File: src/rtl/chain_alu_pkg.sv
package chain_alu_pkg;

  // Control word, MSB first: the first member is bit 5.
  typedef struct packed {
    logic clr_a;
    logic inv_a;
    logic clr_b;
    logic inv_b;
    logic use_sum;
    logic inv_out;
  } alu_ctl_t;

  localparam int CTL_W = $bits(alu_ctl_t);

  localparam logic [CTL_W-1:0] OP_ZERO  = 6'h2A;
  localparam logic [CTL_W-1:0] OP_ONE   = 6'h3F;
  localparam logic [CTL_W-1:0] OP_MONE  = 6'h3A;
  localparam logic [CTL_W-1:0] OP_PASSA = 6'h0C;
  localparam logic [CTL_W-1:0] OP_NEGA  = 6'h0F;
  localparam logic [CTL_W-1:0] OP_INCA  = 6'h1F;
  localparam logic [CTL_W-1:0] OP_ADD   = 6'h02;
  localparam logic [CTL_W-1:0] OP_SUBAB = 6'h13;

endpackage

File: src/rtl/chain_alu_prep.sv
// One operand conditioning stage: optional clear, then optional invert.
module chain_alu_prep #(
  parameter int W = 16
) (
  input  logic [W-1:0] din,
  input  logic         clr,
  input  logic         inv,
  output logic [W-1:0] dout
);
  logic [W-1:0] cleared;

  always_comb begin
    cleared = clr ? '0 : din;
    dout    = inv ? ~cleared : cleared;
  end
endmodule

File: src/rtl/chain_alu_core.sv
// Combine stage: wrapping add or bitwise AND of the two prepared operands.
module chain_alu_core #(
  parameter int W = 16
) (
  input  logic [W-1:0] pa,
  input  logic [W-1:0] pb,
  input  logic         use_sum,
  output logic [W-1:0] comb_out
);
  logic [W-1:0] sum_w;
  logic [W-1:0] and_w;

  always_comb begin
    sum_w    = pa + pb;
    and_w    = pa & pb;
    comb_out = use_sum ? sum_w : and_w;
  end
endmodule

File: src/rtl/chain_alu_post.sv
// Output stage: optional invert, then status flags from the final word.
module chain_alu_post #(
  parameter int W = 16
) (
  input  logic [W-1:0] comb_in,
  input  logic         inv_out,
  output logic [W-1:0] res,
  output logic         is_zero,
  output logic         is_neg
);
  logic [W-1:0] fin;

  always_comb begin
    fin     = inv_out ? ~comb_in : comb_in;
    res     = fin;
    is_zero = ~|fin;
    is_neg  = fin[W-1];
  end
endmodule

File: src/rtl/chain_alu.sv
module chain_alu
  import chain_alu_pkg::*;
#(
  parameter int WIDTH = 16
) (
  input  logic [WIDTH-1:0] opa,
  input  logic [WIDTH-1:0] opb,
  input  logic [5:0]       ctl,
  output logic [WIDTH-1:0] res,
  output logic             is_zero,
  output logic             is_neg
);
  localparam int NOPS = 2;

  alu_ctl_t         cw;
  logic [WIDTH-1:0] raw  [NOPS];
  logic [WIDTH-1:0] prep [NOPS];
  logic             clr_v [NOPS];
  logic             inv_v [NOPS];
  logic [WIDTH-1:0] comb_w;

  always_comb begin
    cw       = alu_ctl_t'(ctl);
    raw[0]   = opa;
    raw[1]   = opb;
    clr_v[0] = cw.clr_a;
    inv_v[0] = cw.inv_a;
    clr_v[1] = cw.clr_b;
    inv_v[1] = cw.inv_b;
  end

  for (genvar g = 0; g < NOPS; g++) begin : g_prep
    chain_alu_prep #(.W(WIDTH)) u_prep (
      .din  (raw[g]),
      .clr  (clr_v[g]),
      .inv  (inv_v[g]),
      .dout (prep[g])
    );
  end

  chain_alu_core #(.W(WIDTH)) u_core (
    .pa       (prep[0]),
    .pb       (prep[1]),
    .use_sum  (cw.use_sum),
    .comb_out (comb_w)
  );

  chain_alu_post #(.W(WIDTH)) u_post (
    .comb_in (comb_w),
    .inv_out (cw.inv_out),
    .res     (res),
    .is_zero (is_zero),
    .is_neg  (is_neg)
  );
endmodule

File: config.mk
export PLATFORM = sky130hd
export DESIGN_NAME = chain_alu
export DESIGN_NICKNAME = d
export VERILOG_FILES = /design/src/rtl/chain_alu_pkg.sv /design/src/rtl/chain_alu_prep.sv /design/src/rtl/chain_alu_core.sv /design/src/rtl/chain_alu_post.sv /design/src/rtl/chain_alu.sv
export SDC_FILE = /design/constraint.sdc
export NUM_CORES = 1
export LEC_CHECK = 0
export BUFFER_PORTS_ARGS = -buffer_cell sky130_fd_sc_hd__buf_2
export CAP_MARGIN = 20
export CORE_MARGIN = 10
export CORE_UTILIZATION = 35
export DETAILED_ROUTE_END_ITERATION = 8
export PLACE_DENSITY = 0.66
export RECOVER_POWER = 50
export SETUP_SLACK_MARGIN = 0.02
export SYNTH_ARGS = -nofsm -noshare
export SYNTH_HDL_FRONTEND = slang
export SYNTH_SLANG_ARGS = --single-unit
File: constraint.sdc
create_clock -name vclk -period 7.2
set_clock_uncertainty 0.1 [all_clocks]
set_input_delay 1.44 -clock vclk [all_inputs]
set_output_delay 1.44 -clock vclk [all_outputs]
set_load 0.02 [all_outputs]
==> impl_metrics.py <==
metrics = {
    "worst_setup_path": {
        "critPathMaxFanout": 16,
        "cp-end-kind": "output port",
        "cp-start-kind": "input port",
        "cp.arrival_ns": 4.59,
        "worstPathRequired_ns": 5.66,
        "criticalPathCategory": "input port to output port",
    },
    "power": {
        "switching_share_pct": 58.0,
        "finalPower_w": 0.000332,
        "clkPwrFrac_pct": 0,
        "seq_power_share_pct": 0,
        "p_leak_nw": 0.862,
        "power_switching_w": 0.000193,
        "comb_power_share_pct": 100.0,
        "vdd_drop_max_mv": 0.0440,
        "power.internal_w": 0.000140,
        "powerDensity_mw_per_mm2": 163,
    },
    "yosys": {
        "ys_seq_area_share_pct": 0,
        "synth_fp_nets": 292,
        "netlist_area_mm2": 0.00175,
        "ys_warn_count": 0,
        "syn_avg_cell_area_um2": 7.39,
        "syn_inst": 237,
        "ys_types": 48,
    },
    "route": {
        "wire_per_inst_um": 13.0,
        "drt_wl_total_um": 4510,
        "vias_per_cell": 4.95,
        "ant_nets": 0,
        "drt_iter0_markers": 165,
        "via_count": 1711,
        "drc": 0,
        "firstDrtPassIters": 4,
    },
    "timing": {
        "setup_violations": 0,
        "max_freq_mhz": 163,
        "min_period_over_period_pct": 85.1,
        "layout_min_cycle_time_ns": 6.13,
        "rsz0062_at_grt": "false",
        "tns_ns": 0,
        "final-hold-violation-count": 0,
        "finalMaxSlewViolations": 0,
        "relSlewSlack_pct": 66.0,
        "worst_pin_slew_ns": 0.505,
        "hold_slack_ns": 3.34,
    },
    "min_path": {
        "hold_path_class": "input port to output port",
        "worstHoldStart": "ctl[0]",
        "hold_depth": 3,
        "hold_end": "res[8]",
    },
    "clock_tree": {
        "cts_hold_buffers": 0,
        "postCtsSetupBuffers": 0,
        "ctsResizeCount": 0,
    },
    "final_layout": {
        "seqCellArea_um2": 0,
        "num-fill-cells": 501,
        "fin_nets": 336,
        "area_growth_pct": 16.6,
        "clock_buffers": 0,
        "seq_cells": 0,
        "layout-drive-gt1-share_pct": 20.8,
        "num_antenna_cells": 0,
    },
    "place": {
        "hpwl_um": 3990,
        "io_buffer_count": 56,
        "gp_congestion": 0.866,
    },
    "outcome": {
        "status": "finished, final reports clean",
    },
    "floorplanning": {
        "die_y_um": 90.7,
        "die_width_um": 90.7,
        "die_area_mm2": 0.00823,
        "initial_core_util_pct": 36.6,
        "num_io_pins": 56,
        "core_region_area_mm2": 0.00479,
        "rows": 25,
    },
    "global_routing": {
        "antenna_found_initial": 0,
        "grtUsageTotal_pct": 10.4,
        "overflow": 0,
        "grt_pass1_wl_um": 7740,
        "grt_pass1_vias": 1664,
        "grt_max_degree": 24,
    },
    "flow_run": {
        "cap_violations": 0,
    },
}
-- critical path, cell delays in order --
cell	delay, ns
buf_2	0.36
xnor2_1	0.14
ha_1	0.26
fa_1	0.44
a211o_2	0.33
a21o_1	0.19
o211ai_2	0.21
a211oi_1	0.12
o2111a_1	0.25
nor3_2	0.26
mux2i_1	0.12
nor4_2	0.27
buf_2	0.20
-- cell type report --
class,instances,area (um2),area share [%]
Inverter,4,15.0,0.736
Tap cell,67,83.8,4.11
Multi-Input combinational cell,219,1670,81.9
Timing Repair Buffer,56,272,13.3
-- synthesized netlist by cell type (all sizes together), types with 4 or more instances --
library cell | number | area, um2
nor2 | 7 | 26.3
nand2 | 13 | 48.8
clkbuf | 8 | 30.0
mux2i | 11 | 110
inv | 4 | 15.0
a21o | 7 | 53.8
ha | 16 | 200
nor3b | 4 | 30.0
or3 | 5 | 31.3
o211ai | 5 | 42.5
xnor2 | 55 | 482
o21ai | 8 | 43.8
nand2b | 32 | 200
a21oi | 13 | 65.1
buf | 6 | 30.0
a211oi | 7 | 57.6
nor3 | 8 | 45.0
-- per-layer routing --
metal	vias up	global-route usage (%)	part of all wire [%]
met2	46	18.0	46
met4	0	0	0
met3	0	1.41	4.7
li1	915	-	-
met5	-	0	0
met1	750	14.1	50
-- cell usage in the layout (no fill, tap or decap), types with 3 or more instances in the layout --
| master | count |
|---|---|
| nor3b_1 | 4 |
| mux2i_1 | 11 |
| o211ai_1 | 4 |
| a21oi_1 | 13 |
| nand2_1 | 13 |
| o21ai_0 | 7 |
| xnor2_1 | 55 |
| clkbuf_1 | 7 |
| nand2b_1 | 32 |
| nor3_1 | 7 |
| a211oi_1 | 7 |
| buf_2 | 49 |
| or3_1 | 5 |
| ha_1 | 16 |
| a21o_1 | 6 |
| nor2_1 | 7 |
| inv_1 | 3 |
-- power by group through the flow --
stage | clock network [W] | registers, W | logic, W
floorplan | 0 | 0 | 0.000260
global placement | 0 | 0 | 0.000334
detailed placement | 0 | 0 | 0.000337
CTS | 0 | 0 | 0.000338
global route | 0 | 0 | 0.000369
finish | 0 | 0 | 0.000332
-- metrics by stage --
stage | utilization (%) | cells | setup slack [ns] | area (um2)
2_1_floorplan | - | 237 | 0.710 | 1750
3_3_place_gp | 42.9 | 346 | 1.11 | 2050
3_5_place_dp | 42.9 | 346 | 1.06 | 2050
4_1_cts | 42.9 | 346 | 1.05 | 2050
5_1_grt | 42.6 | 346 | 0.852 | 2040
6_report | 42.6 | 346 | 1.07 | 2040
-- how the worst max path moves through the flow --
stage                     startpoint  endpoint  slack (ns)  cells after the start
after floorplan               ctl[4]   is_zero        0.71                     12
after global placement        ctl[4]   is_zero        1.11                     13
after detailed placement      ctl[2]   is_zero        1.06                     13
after CTS                     ctl[2]   is_zero        1.05                     13
after global routing          ctl[4]   is_zero        0.85                     13
final                         ctl[4]   is_zero        1.07                     13
-- kinds of logic after synthesis --
logic type	count (synthesis)	share of synthesized area [%]
compound gates	51	20.7
xor+xnor	57	28.5
fa+ha+maj	17	12.6
buf+inv	18	4.29
mux	12	6.93
simple gates	82	27.0
Note: power is estimated with default switching activity, not from simulation.
